### src/rtl/uic_pkg.sv
package uic_pkg;
   localparam int ST_W    = 11;
   localparam int BIT_RXL = 4;
   localparam int BIT_TXL = 5;
   localparam int EV_LO   = 6;
   localparam int EV_N    = 5;
   localparam int EV_HI   = EV_LO + EV_N - 1;

   typedef enum logic [2:0] {
      A_LEVEL  = 3'd0,
      A_MASK   = 3'd1,
      A_RAW    = 3'd2,
      A_MASKED = 3'd3,
      A_CLEAR  = 3'd4
   } reg_addr_e;

   localparam logic [5:0] LEVEL_RST = 6'b010_010;

   // numerator (in eighths of depth) selected by a threshold code
   function automatic int unsigned eighths(input logic [2:0] code);
      case (code)
         3'd0:    return 1;
         3'd1:    return 2;
         3'd2:    return 4;
         3'd3:    return 6;
         3'd4:    return 7;
         default: return 4;   // reserved codes fall back to one half
      endcase
   endfunction
endpackage

### src/rtl/uic_level_cmp.sv
module uic_level_cmp
   import uic_pkg::*;
#(
   parameter int DEPTH    = 16,
   parameter int FILL_W   = 5,
   parameter bit AT_LEAST = 1'b1
) (
   input  logic [2:0]        code,
   input  logic [FILL_W-1:0] fill,
   output logic              hit
);
   logic [FILL_W-1:0] thr_tbl [8];
   logic [FILL_W-1:0] thr;

   for (genvar c = 0; c < 8; c++) begin : g_thr
      localparam int unsigned T = (DEPTH * eighths(3'(c))) / 8;
      assign thr_tbl[c] = FILL_W'(T);
   end

   assign thr = thr_tbl[code];

   if (AT_LEAST) begin : g_ge
      assign hit = (fill >= thr);
   end else begin : g_le
      assign hit = (fill <= thr);
   end
endmodule

### src/rtl/uic_sticky_bank.sv
module uic_sticky_bank #(
   parameter int N = 5
) (
   input  logic         clk,
   input  logic         rst_n,
   input  logic [N-1:0] set,
   input  logic [N-1:0] clr,
   output logic [N-1:0] q
);
   for (genvar i = 0; i < N; i++) begin : g_bit
      always_ff @(posedge clk or negedge rst_n) begin
         if (!rst_n)      q[i] <= 1'b0;
         else if (set[i]) q[i] <= 1'b1;   // set dominates a same-cycle clear
         else if (clr[i]) q[i] <= 1'b0;
      end
   end
endmodule

### src/rtl/uic_regs.sv
module uic_regs
   import uic_pkg::*;
#(
   parameter int DATA_W = 16
) (
   input  logic              clk,
   input  logic              rst_n,
   input  logic              wr,
   input  logic [2:0]        addr,
   input  logic [DATA_W-1:0] wdata,
   input  logic [ST_W-1:0]   raw,
   output logic [5:0]        lvl_q,
   output logic [ST_W-1:0]   mask_q,
   output logic [ST_W-1:0]   masked,
   output logic [EV_N-1:0]   clr_ev,
   output logic [DATA_W-1:0] rdata
);
   localparam logic [ST_W-1:0] MASK_KEEP = {{(ST_W-BIT_RXL){1'b1}}, {BIT_RXL{1'b0}}};

   always_ff @(posedge clk or negedge rst_n) begin
      if (!rst_n) begin
         lvl_q  <= LEVEL_RST;
         mask_q <= '0;
      end else if (wr) begin
         if (addr == A_LEVEL) lvl_q  <= wdata[5:0];
         if (addr == A_MASK)  mask_q <= wdata[ST_W-1:0] & MASK_KEEP;
      end
   end

   assign masked = raw & mask_q;
   assign clr_ev = (wr && addr == A_CLEAR) ? wdata[EV_HI:EV_LO] : '0;

   always_comb begin
      rdata = '0;
      case (addr)
         A_LEVEL:  rdata[5:0]      = lvl_q;
         A_MASK:   rdata[ST_W-1:0] = mask_q;
         A_RAW:    rdata[ST_W-1:0] = raw;
         A_MASKED: rdata[ST_W-1:0] = masked;
         default:  rdata = '0;
      endcase
   end

   if (DATA_W > ST_W) begin : g_wide
      logic unused_hi;
      assign unused_hi = ^wdata[DATA_W-1:ST_W];
   end
endmodule

### src/rtl/uart_irq_ctrl.sv
module uart_irq_ctrl
   import uic_pkg::*;
#(
   parameter int DEPTH  = 16,
   parameter int DATA_W = 16,
   localparam int FILL_W = $clog2(DEPTH + 1)
) (
   input  logic              clk,
   input  logic              rst_n,
   input  logic [FILL_W-1:0] rx_fill,
   input  logic [FILL_W-1:0] tx_fill,
   input  logic              ev_rx_timeout,
   input  logic              ev_frame_err,
   input  logic              ev_parity_err,
   input  logic              ev_break,
   input  logic              ev_overrun,
   input  logic              reg_wr,
   input  logic [2:0]        reg_addr,
   input  logic [DATA_W-1:0] reg_wdata,
   output logic [DATA_W-1:0] reg_rdata,
   output logic              irq_out
);
   if (DEPTH < 8) begin : g_bad_depth
      $error("uart_irq_ctrl: DEPTH must be at least 8");
   end
   if (DATA_W < ST_W) begin : g_bad_width
      $error("uart_irq_ctrl: DATA_W must hold the status word");
   end

   logic            rx_hit, tx_hit;
   logic [5:0]      lvl_q;
   logic [ST_W-1:0] mask_q, masked_vec, raw_vec;
   logic [EV_N-1:0] ev_vec, clr_ev, sticky;
   logic            irq_q;

   uic_level_cmp #(.DEPTH(DEPTH), .FILL_W(FILL_W), .AT_LEAST(1'b1)) rx_cmp_i (
      .code(lvl_q[5:3]), .fill(rx_fill), .hit(rx_hit));

   uic_level_cmp #(.DEPTH(DEPTH), .FILL_W(FILL_W), .AT_LEAST(1'b0)) tx_cmp_i (
      .code(lvl_q[2:0]), .fill(tx_fill), .hit(tx_hit));

   assign ev_vec = {ev_overrun, ev_break, ev_parity_err, ev_frame_err, ev_rx_timeout};

   uic_sticky_bank #(.N(EV_N)) sticky_i (
      .clk(clk), .rst_n(rst_n), .set(ev_vec), .clr(clr_ev), .q(sticky));

   assign raw_vec = {sticky, tx_hit, rx_hit, {BIT_RXL{1'b0}}};

   uic_regs #(.DATA_W(DATA_W)) regs_i (
      .clk(clk), .rst_n(rst_n), .wr(reg_wr), .addr(reg_addr), .wdata(reg_wdata),
      .raw(raw_vec), .lvl_q(lvl_q), .mask_q(mask_q), .masked(masked_vec),
      .clr_ev(clr_ev), .rdata(reg_rdata));

   always_ff @(posedge clk or negedge rst_n) begin
      if (!rst_n) irq_q <= 1'b0;
      else        irq_q <= |masked_vec;
   end

   assign irq_out = irq_q;
endmodule

### config.mk
export PLATFORM = sky130hd
export DESIGN_NAME = uart_irq_ctrl
export DESIGN_NICKNAME = d
export VERILOG_FILES = /design/src/rtl/uic_pkg.sv /design/src/rtl/uic_level_cmp.sv /design/src/rtl/uic_sticky_bank.sv /design/src/rtl/uic_regs.sv /design/src/rtl/uart_irq_ctrl.sv
export SDC_FILE = /design/constraint.sdc
export NUM_CORES = 1
export LEC_CHECK = 0
export CORE_UTILIZATION = 61
export CTS_CLUSTER_SIZE = 16
export DETAILED_ROUTE_END_ITERATION = 8
export DONT_BUFFER_PORTS = 1
export PLACE_DENSITY = 0.86
export SLEW_MARGIN = 20
export SYNTH_ARGS = -nofsm -noshare
export SYNTH_HDL_FRONTEND = slang
export SYNTH_SLANG_ARGS = --single-unit
### constraint.sdc
create_clock -name clk -period 3.7 [get_ports clk]
set_input_delay 0.555 -clock clk [delete_from_list [all_inputs] [get_ports clk]]
set_output_delay 0.555 -clock clk [all_outputs]
set_load 0.02 [all_outputs]
==> metrics.md, run 1 <==
| Metric | Value |
|---|---|
| Status | `finished clean` |
| Setup TNS | `0 ps` |
| Post-synthesis cell type count | `30` |
| PnR worst setup slack | `1030 ps` |
| Clock Tree Buf Depth | `2` |
| Final min period | `2670 ps` |
| Worst Path Arrival | `2120 ps` |
| # IOs | `54` |
| Comb power frac | `0.277` |
| Largest net degree at the start of global routing | `18` |
| Post-route DRC | `0` |
| Worst clock skew | `between 2 and 2.5 ps` |
| Max cap viols | `0` |
| Cell area power density | `approximately 440 nW/µm²` |
| CTS Sinks | `19` |
| Synth area leaders | `dfrtp_1, mux2_4, ha_1` |
| Global-route wire length before repair | `3610 µm` |
| Worst Max-Slew Pin Slew | `767 ps` |
| Clock share of power | `0.199` |
| Vias in the first global route | `approximately 860` |
| Core area | `roughly 1800 µm²` |
| CTS tree | `built` |
| Synth top area share | `0.362` |
| Initial Util | `0.666` |
| Post-DR vias/cell | `between 6 and 7` |
| Register area share after synthesis | `0.407` |
| Setup crit end kind | `primary output` |
| Kind of critical path | `reg2out` |
| Initial antenna violation count | `0` |
| Setup bufs post-CTS | `0` |
| Worst-path fanout max | `4` |
| Peak VDD IR | `0.000303 V` |
| Worst path slowest cell | `dfstp_2` |
| Async SR Flop Fraction | `1.00` |
| Total track usage | `0.251` |
| # diodes | `0` |
| First-pass DRT Iterations | `4` |
| Cells after DPL | `142` |
| WL/cell | `16.0 µm` |
| Finished Layout Cells | `147` |
| Overflow after GRT | `0` |
| Top-count cell post-synth | `dfrtp_1` |
| Max-slew headroom | `0.487` |
| CP Launch Type | `flip-flop` |
| Switching part of the total power | `0.325` |
| Post-DRT Antenna Nets | `0` |
| Die width | `45.9 µm` |
| Hold Crit Class | `in2async` |
| Routed vias | `889` |
| Cts repair resizes | `0` |
| Avg Synthesized Cell Area | `slightly below 10 µm²` |
| Main flop type after synthesis | `dfrtp_1` |
| Number of DRC markers in iteration 0 | `14` |
| Pins over their slew limit | `0` |
| CP cell instances | `nor2_1 > mux2i_1 > ha_1 > a211oi_1 > o21bai_1 > a21oi_1` |
| HPWL Detailed | `1810 µm` |
| Seq cells post-synth | `19` |
| Area growth from synthesis to layout | `1.60%` |
| Worst-path clk slew | `100 ps` |
| Fmax | `374 MHz` |
| Mapped cell area | `~1200 µm²` |
| Hold Vio Cnt, Final | `0` |
| Clk Latency, worst-skew pair | `290 ps` |
| Root Driver | `clkbuf_4` |
| EDFF count, synth | `0` |
| Port Buf Inserts | `0` |
| Crit-path max cell delay | `570 ps` |
| P_int | `0.352 mW` |
| Switch Pwr | `0.169 mW` |
| Site row count | `15` |
| Inserted Clock Buffers | `3` |
| Dpl ws | `roughly 1400 ps` |
| Synth area leader | `dfrtp_1` |
| Hold-fix buffers, CTS | `1` |
| Share of cells above drive strength 1 | `0.131` |
| P_leak | `approximately 0.55 nW` |
| Mapped Cells | `121` |
| Final wirelength | `2350 µm` |
| Fin crit share | `0.722` |
| Flop pwr share | `0.524` |
| R2R Path Start | `regs_i.lvl_q[4]` |
| Nets | `roughly 170` |
| Final setup vio count | `0` |
| Crit path from | `regs_i.lvl_q[1]` |
| Die area | `2110 µm²` |
| Vertical die dimension | `45.9 µm` |
| Routability cong. | `0.776` |
| Yosys warns | `0` |
| H-tree levels | `1` |
| RSZ-0062 raised after global routing | `false` |
| Util after Layout | `0.677` |
| Top cells by count, synth | `dfrtp_1, inv_1, nand2_1, o21ai_0, buf_4` |
| Worst Path Required | `3140 ps` |
[registers in the layout, summed over array words and instances (netlist names)]
| signal | count |
|---|---|
| irq_out | 1 |
| regs_i.lvl_q | 6 |
| regs_i.mask_q | 7 |
| sticky_i.q | 5 |
[routing by layer]
metal,vias up,track usage,routed length (µm)
met5,-,0,0
met1,427,0.304,970
li1,413,-,-
met2,44,0.428,1200
met3,5,0.0635,151
met4,0,0.0882,34
[critical path: cells and delay by family (launching register included)]
family | cells | cell delay, ps
flops | 1 | 570
simple gates | 1 | 60
compound gates | 3 | 800
mux | 1 | 140
fa+ha+maj | 1 | 260
[final cells by class]
class / instances / area, µm²
clock buffers: 4 / 26.3
inverters: 15 / 56.3
well taps: 25 / 31.3
fillers: 158 / 571
repair buffers: 2 / 17.5
flip-flops and latches: 19 / 478
multi-input cells: 82 / 584
[per-stage QoR]
stage | hold slack (ps) | cell area (µm²) | power (mW)
final | 85.7 | 1190 | 0.521
after global placement | 260 | 1160 | 0.406
after global routing | 66.0 | 1190 | 0.554
after detailed placement | 260 | 1160 | 0.418
after floorplan | 259 | 1190 | 0.395
after CTS | 82.4 | 1190 | 0.523
[kinds of logic after synthesis]
family | after synthesis | share of synthesized area
other | 1 | 0.00319
DFF | 19 | 0.407
buffers and inverters | 24 | 0.110
muxes | 8 | 0.0937
AOI/OAI and AO/OA | 32 | 0.185
and+or+nand+nor | 31 | 0.137
adders and majority gates | 6 | 0.0639
[power by group through the flow]
| stage | sequential (mW) | clock, mW | combinational, mW |
|---|---|---|---|
| floorplan | 0.268 | 0 | 0.127 |
| global placement | 0.274 | 0 | 0.132 |
| detailed placement | 0.276 | 0 | 0.141 |
| CTS | 0.272 | 0.104 | 0.146 |
| global route | 0.277 | 0.113 | 0.164 |
| finish | 0.273 | 0.104 | 0.144 |
[worst paths after layout]
kind                       cells after the start  slack [ps]                to
setup / recovery                               6        1030      reg_rdata[5]
hold / removal                                 0          90   regs_i.lvl_q[4]
setup reg to reg                               6        1950           irq_out
hold reg to reg                                1         520     sticky_i.q[0]
max in group asynchronous                      1        2460  regs_i.mask_q[9]
min in group clk                               1         350     sticky_i.q[3]
[layout by cell type, fill, tap and decap left out, drive strengths merged, types with 2 or more instances in the layout]
master  synthesis  final
nor3            3      3
a21oi           4      4
and2            5      5
dfrtp          17     17
a21o            5      5
conb            1      5
ha              6      6
a211oi          2      2
o21ai           9      9
a221oi          5      5
clkbuf          0      4
nand2          15     15
nor2            5      5
o21bai          2      2
dfstp           2      2
inv            15     15
mux2            6      6
mux2i           2      2
Power figures use the tool's default switching activity.
==> run 2, diff against run 1 <==
- clock period: 3.7 -> 2.58 ns (I/O delays scaled with it)
==> run 2 against run 1 <==
Setup slack worse by 840 ps. Global-route usage down 0.96 points. Critical path depth increased by 2. Largest cell class unchanged. Largest power group unchanged. Utilization is 0.64 points higher. Die area unchanged. Final cell count stayed put.
==> metrics.md, run 2 (same netlist as run 1, synthesis figures left out) <==
| Metric | Value |
|---|---|
| Die width | `45.9 µm (unchanged)` |
| Worst Max-Slew Pin Slew | `820 ps (was 767 ps)` |
| Hold EP | `sticky_i.q[3]` |
| Inserted Clock Buffers | `3 (unchanged)` |
| Vertical die dimension | `45.9 µm (unchanged)` |
| Final wirelength | `2340 µm (was 2350 µm)` |
| Core area | `1760 µm² (unchanged)` |
| Initial Util | `0.666 (unchanged)` |
| R2R Path Start | `regs_i.lvl_q[4] (unchanged)` |
| Vias in the first global route | `832 (was 858)` |
| Status | `finished clean (unchanged)` |
| Area growth from synthesis to layout | `2.56% (was 1.60%)` |
| P_leak | `0.549 nW (was 0.551 nW)` |
| Post-DR vias/cell | `5.98 (was 6.05)` |
| Worst path slowest cell | `dfrtp_1 (was dfstp_2)` |
| Port Buf Inserts | `0 (unchanged)` |
| CTS Sinks | `19 (unchanged)` |
| Crit-path max cell delay | `430 ps (was 570 ps)` |
| Pins over their slew limit | `0 (unchanged)` |
| Setup crit end kind | `primary output (unchanged)` |
| CTS tree | `built (unchanged)` |
| Hold Crit Class | `in2reg (was in2async)` |
| CP cell instances | `nor2_1 > mux2i_1 > ha_1 > nand2_1 > a21oi_2 > nor2_1 > a2111oi_1 > buf_4 (was nor2_1 > mux2i_1 > ha_1 > a211oi_1 > o21bai_1 > a21oi_1)` |
| Min-delay src | `ev_break` |
| Hold Vio Cnt, Final | `0 (unchanged)` |
| Post-DRT Antenna Nets | `0 (unchanged)` |
| Final min period | `2390 ps` |
| P_int | `0.505 mW (was 0.352 mW)` |
| Regs by FF count | `regs_i.mask_q (7), regs_i.lvl_q (6), sticky_i.q (5) (unchanged)` |
| # IOs | `54 (unchanged)` |
| Setup bufs post-CTS | `0 (unchanged)` |
| Worst R2R End | `irq_out (unchanged)` |
| Fin crit share | `0.926` |
| Worst reg-to-reg setup slack | `840 ps (was 1950 ps)` |
| Site row count | `15 (unchanged)` |
| Worst Path Arrival | `2000 ps (was 2120 ps)` |
| Routability cong. | `0.776 (about the same)` |
| RSZ-0062 raised after global routing | `false (unchanged)` |
| Total track usage | `0.241 (was 0.251)` |
| Worst-path fanout max | `4 (unchanged)` |
| Global-route wire length before repair | `3560 µm (was 3610 µm)` |
| Overflow after GRT | `0 (unchanged)` |
| Fmax | `419 MHz` |
| Post-route cell area | `1200 µm² (was 1190 µm²)` |
| Setup TNS | `0 ps (unchanged)` |
| Kind of critical path | `reg2out (unchanged)` |
| Max-slew headroom | `0.451 (was 0.487)` |
| Clock Tree Buf Depth | `2 (unchanged)` |
| Most flops, register | `regs_i.mask_q (unchanged)` |
| CP Launch Type | `flip-flop (unchanged)` |
| Worst clock skew | `6.35 ps (was 2.27 ps)` |
| Reg2reg path depth | `6 (unchanged)` |
| Peak VDD IR | `0.000408 V (was 0.000303 V)` |
| H-tree levels | `1 (unchanged)` |
| Flop pwr share | `0.515 (was 0.524)` |
| Most frequent CP cell | `nor2_1` |
| Clock share of power | `0.203 (was 0.199)` |
| Commonest non-fill, non-tap cell in the layout | `dfrtp_1 (unchanged)` |
| Initial antenna violation count | `0 (unchanged)` |
| First-pass DRT Iterations | `4 (unchanged)` |
| Root Driver | `clkbuf_4 (unchanged)` |
| Switch Pwr | `0.255 mW (was 0.169 mW)` |
| Largest net degree at the start of global routing | `20 (was 18)` |
| Max cap viols | `0 (unchanged)` |
| Max reg flops | `7 (unchanged)` |
| Post-route DRC | `0 (unchanged)` |
| Number of DRC markers in iteration 0 | `27 (was 14)` |
| Placement Cell Area | `1160 µm² (unchanged)` |
| Hold slack | `166 ps (was 85.7 ps)` |
| WHS Path Cells | `1` |
| Commonest non-fill, non-tap cells in the layout | `dfrtp_1, inv_1, nand2_1 (unchanged)` |
| Clk Latency, worst-skew pair | `300 ps (was 290 ps)` |
| Final setup vio count | `0 (unchanged)` |
| Switching part of the total power | `0.335 (was 0.325)` |
| Cell area power density | `631 nW/µm² (was 437 nW/µm²)` |
| Die area | `2110 µm² (unchanged)` |
| Comb power frac | `0.281 (was 0.277)` |
| Share of cells above drive strength 1 | `0.156 (was 0.131)` |
| Nets | `166 (unchanged)` |
| Worst-path clk slew | `110 ps (was 100 ps)` |
| HPWL Detailed | `1830 µm (was 1810 µm)` |
| Worst Path Required | `2190 ps (was 3140 ps)` |
| # diodes | `0 (unchanged)` |
| Routed vias | `879 (was 889)` |
| WL/cell | `15.9 µm (was 16.0 µm)` |
run 2: area by class of cell:
cell class / instances / area, µm²
Multi-Input combinational cell: 82 / 592
Fill cell: 155 / 559
Sequential cell: 19 / 478
Inverter: 15 / 56.3
Tap cell: 25 / 31.3
Clock buffer: 3 / 22.5
Timing Repair Buffer: 2 / 17.5
Clock inverter: 1 / 7.51
run 2: critical path, delay by kind of cell, from the launching register on:
| kind | cells | cell delay (ps) |
|---|---|---|
| adder cells (fa/ha/maj) | 1 | 280 |
| multiplexers | 1 | 110 |
| AO/OA/AOI/OAI | 2 | 380 |
| AND/OR/NAND/NOR | 3 | 300 |
| flip-flops | 1 | 430 |
| buffers and inverters | 1 | 210 |
run 2: power by group through the flow:
stage / logic [mW] / clock network [mW] / registers, mW
global route: 0.240 / 0.169 / 0.396
CTS: 0.210 / 0.157 / 0.391
global placement: 0.189 / 0 / 0.393
finish: 0.214 / 0.155 / 0.391
detailed placement: 0.203 / 0 / 0.397
floorplan: 0.182 / 0 / 0.384
run 2: worst max path at each step:
stage	endpoint	startpoint
3_3_place_gp	reg_rdata[5]	regs_i.lvl_q[1]
4_1_cts	reg_rdata[5]	regs_i.lvl_q[1]
3_5_place_dp	reg_rdata[5]	regs_i.lvl_q[1]
2_1_floorplan	reg_rdata[4]	regs_i.lvl_q[4]
6_report	reg_rdata[4]	regs_i.lvl_q[3]
5_1_grt	reg_rdata[4]	regs_i.lvl_q[3]
run 2: metal layers:
layer  part of all wire  routed length (µm)  global-route usage
met1               0.41                 960               0.290
met5                  0                   0                   0
met3              0.082                 191              0.0833
met4             0.0017                   4              0.0529
met2               0.51                1180               0.414
run 2: through the flow:
step                      std cells  power [mW]  utilization  setup slack [ps]
after global placement          142       0.582        0.656               460
after CTS                       147       0.758        0.679              65.7
after global routing            147       0.804        0.683              48.8
final                           147       0.760        0.683               191
after detailed placement        142       0.599        0.656               428
after floorplan                 125       0.566            -              45.5
run 2: repair_timing:
item	4_1_cts	5_1_grt
endpoints found under the hold margin	19	0
gates resized for setup	0	2
endpoints found under the setup margin	0	2
hold buffers	1	0
==> run 3, diff against run 2 <==
- CELL_PAD_IN_SITES_DETAIL_PLACEMENT: default -> 1
- CELL_PAD_IN_SITES_GLOBAL_PLACEMENT: default -> 1
- CORE_UTILIZATION: 61 -> 44
- PLACE_DENSITY: 0.86 -> 0.85
==> run 3 against run 2 <==
Die area increased by 37%. Utilization decreased by 20 points. Hold slack improved by 11 ps. Combinational power increased by 2%. Clock skew increased by 1.7 ps.
==> metrics.md, run 3 (same netlist as run 1, synthesis figures left out) <==
| Metric | Value |
|---|---|
| Dpl ws | `394 ps (was 428 ps)` |
| Worst R2R End | `irq_out (unchanged)` |
| Fill count | `293 (was 155)` |
| Pins over their slew limit | `0 (unchanged)` |
| Final setup vio count | `0 (unchanged)` |
| Crit-path max cell delay | `430 ps (about the same)` |
| Post-DR vias/cell | `5.70 (was 5.98)` |
| Worst Path Required | `2190 ps (about the same)` |
| Worst Max-Slew Pin Slew | `846 ps (was 820 ps)` |
| Util after Layout | `0.481 (was 0.683)` |
| Routability cong. | `0.774 (was 0.776)` |
| Overflow after GRT | `0 (unchanged)` |
| Root Driver | `clkbuf_4 (unchanged)` |
| # IOs | `54 (unchanged)` |
| Cell area power density | `629 nW/µm² (was 631 nW/µm²)` |
| Clk Latency, worst-skew pair | `290 ps (was 300 ps)` |
| Die width | `53.7 µm (was 45.9 µm)` |
| Number of DRC markers in iteration 0 | `9 (was 27)` |
| Most frequent CP cell | `nor2_1 (unchanged)` |
| Die area | `2880 µm² (was 2110 µm²)` |
| Fmax | `404 MHz (was 419 MHz)` |
| Max cap viols | `0 (unchanged)` |
| Vertical die dimension | `53.7 µm (was 45.9 µm)` |
| Final min period | `2470 ps (was 2390 ps)` |
| Routed vias | `866 (was 879)` |
| Commonest non-fill, non-tap cells in the layout | `dfrtp_1, inv_1, nand2_1 (unchanged)` |
| Fin crit share | `0.959 (was 0.926)` |
| Initial antenna violation count | `0 (unchanged)` |
| Status | `finished clean (unchanged)` |
| Regs by FF count | `regs_i.mask_q (7), regs_i.lvl_q (6), sticky_i.q (5) (unchanged)` |
| Worst-path fanout max | `4 (unchanged)` |
| Worst clock skew | `8.06 ps (was 6.35 ps)` |
| CTS Sinks | `19 (unchanged)` |
| P_leak | `0.551 nW (was 0.549 nW)` |
| CP Launch Type | `flip-flop (unchanged)` |
| Core area | `2500 µm² (was 1760 µm²)` |
| Post-route DRC | `0 (unchanged)` |
| Reg2reg path depth | `6 (unchanged)` |
| Setup TNS | `0 ps (unchanged)` |
| CTS tree | `built (unchanged)` |
| Site row count | `18 (was 15)` |
| HPWL Detailed | `2120 µm (was 1830 µm)` |
| Vias in the first global route | `898 (was 832)` |
| Setup crit end kind | `primary output (unchanged)` |
| Share of cells above drive strength 1 | `0.139 (was 0.156)` |
| Inserted Clock Buffers | `3 (unchanged)` |
| Max-slew headroom | `0.434 (was 0.451)` |
| Worst reg-to-reg setup slack | `790 ps (was 840 ps)` |
| Area growth from synthesis to layout | `2.45% (was 2.56%)` |
| Final wirelength | `2690 µm (was 2340 µm)` |
| Commonest non-fill, non-tap cell in the layout | `dfrtp_1 (unchanged)` |
| Crit path from | `regs_i.lvl_q[3] (unchanged)` |
| Kind of critical path | `reg2out (unchanged)` |
| # diodes | `0 (unchanged)` |
| PnR worst setup slack | `106 ps (was 191 ps)` |
| Post-DRT Antenna Nets | `0 (unchanged)` |
| Peak VDD IR | `0.000272 V (was 0.000408 V)` |
| Max reg flops | `7 (unchanged)` |
| Most flops, register | `regs_i.mask_q (unchanged)` |
| Hold Crit Class | `in2reg (unchanged)` |
| Clock Tree Buf Depth | `2 (unchanged)` |
| Largest net degree at the start of global routing | `20 (unchanged)` |
| Nets | `166 (unchanged)` |
| Critical Path End | `reg_rdata[4] (unchanged)` |
| Worst Path Arrival | `2090 ps (was 2000 ps)` |
| Total track usage | `0.205 (was 0.241)` |
| First-pass DRT Iterations | `4 (unchanged)` |
| Initial Util | `0.470 (was 0.666)` |
| Global-route wire length before repair | `4190 µm (was 3560 µm)` |
| RSZ-0062 raised after global routing | `false (unchanged)` |
| H-tree levels | `1 (unchanged)` |
| CP cell instances | `nor2_1 > mux2i_1 > ha_1 > nand2_1 > a21oi_1 > nor2_1 > a2111oi_1 > buf_4 (was nor2_1 > mux2i_1 > ha_1 > nand2_1 > a21oi_2 > nor2_1 > a2111oi_1 > buf_4)` |
| Setup bufs post-CTS | `0 (unchanged)` |
| R2R Path Start | `regs_i.lvl_q[4] (unchanged)` |
| Worst-path clk slew | `110 ps (about the same)` |
| Port Buf Inserts | `0 (unchanged)` |
| WL/cell | `17.7 µm (was 15.9 µm)` |
| Hold Vio Cnt, Final | `0 (unchanged)` |
| Worst path slowest cell | `dfrtp_1 (unchanged)` |
-- run 3: cell count changes in the layout (fill, tap and decap cells not counted) --
cell and delta:
a21oi_2 -1, clkbuf_1 +1, clkinvlp_4 -1, a21oi_1 +1
-- run 3: layer usage --
layer / vias up / wire, µm / GRT usage
li1: 412 / - / -
met1: 430 / 1080 / 0.247
met2: 22 / 1460 / 0.370
met3: 2 / 130 / 0.0367
met4: 0 / 15 / 0.0526
met5: - / 0 / 0
-- run 3: power by group --
part	total (mW)	leakage, nW	switching (mW)	internal (mW)
clock	0.149	0.0150	0.0887	0.0600
sequential	0.391	0.208	0.0411	0.350
combinational	0.218	0.328	0.122	0.0956
-- run 3: what timing repair did --
item | in CTS | in global routing
setup endpoints to repair | 0 | 1
gates resized for setup | 0 | 1
hold buffers | 1 | 0
endpoints found under the hold margin | 19 | 0
-- run 3: critical path, delay by kind of cell (launching register included) --
kind	cells	cell delay [ps]
compound gates	2	450
flops	1	430
simple gates	3	300
fa+ha+maj	1	290
buf+inv	1	210
mux	1	110
-- run 3: worst min-delay path by stage --
stage | from | to | slack [ps] | cells after the start
2_1_floorplan | rst_n | irq_out | 90 | 0
3_3_place_gp | rst_n | sticky_i.q[2] | 90 | 0
3_5_place_dp | rst_n | regs_i.lvl_q[5] | 90 | 0
4_1_cts | ev_frame_err | sticky_i.q[1] | 170 | 1
5_1_grt | ev_parity_err | sticky_i.q[2] | 160 | 1
6_report | ev_parity_err | sticky_i.q[2] | 180 | 1
-- run 3: through the flow --
| stage | hold WS, ps | area [µm²] | instances | power, mW |
|---|---|---|---|---|
| after floorplan | 91.4 | 1190 | 125 | 0.566 |
| after global placement | 92.0 | 1160 | 147 | 0.585 |
| after detailed placement | 91.8 | 1160 | 147 | 0.610 |
| after CTS | 173 | 1200 | 152 | 0.766 |
| after global routing | 160 | 1200 | 152 | 0.812 |
| final | 177 | 1200 | 152 | 0.758 |
-- run 3: layout make-up --
class                           instances  area [µm²]  share of cell area
Sequential cell                        19         478               0.397
Tap cell                               30        37.5              0.0312
Inverter                               15        56.3              0.0468
Clock buffer                            4        26.3              0.0218
Multi-Input combinational cell         82         588               0.489
Timing Repair Buffer                    2        17.5              0.0146
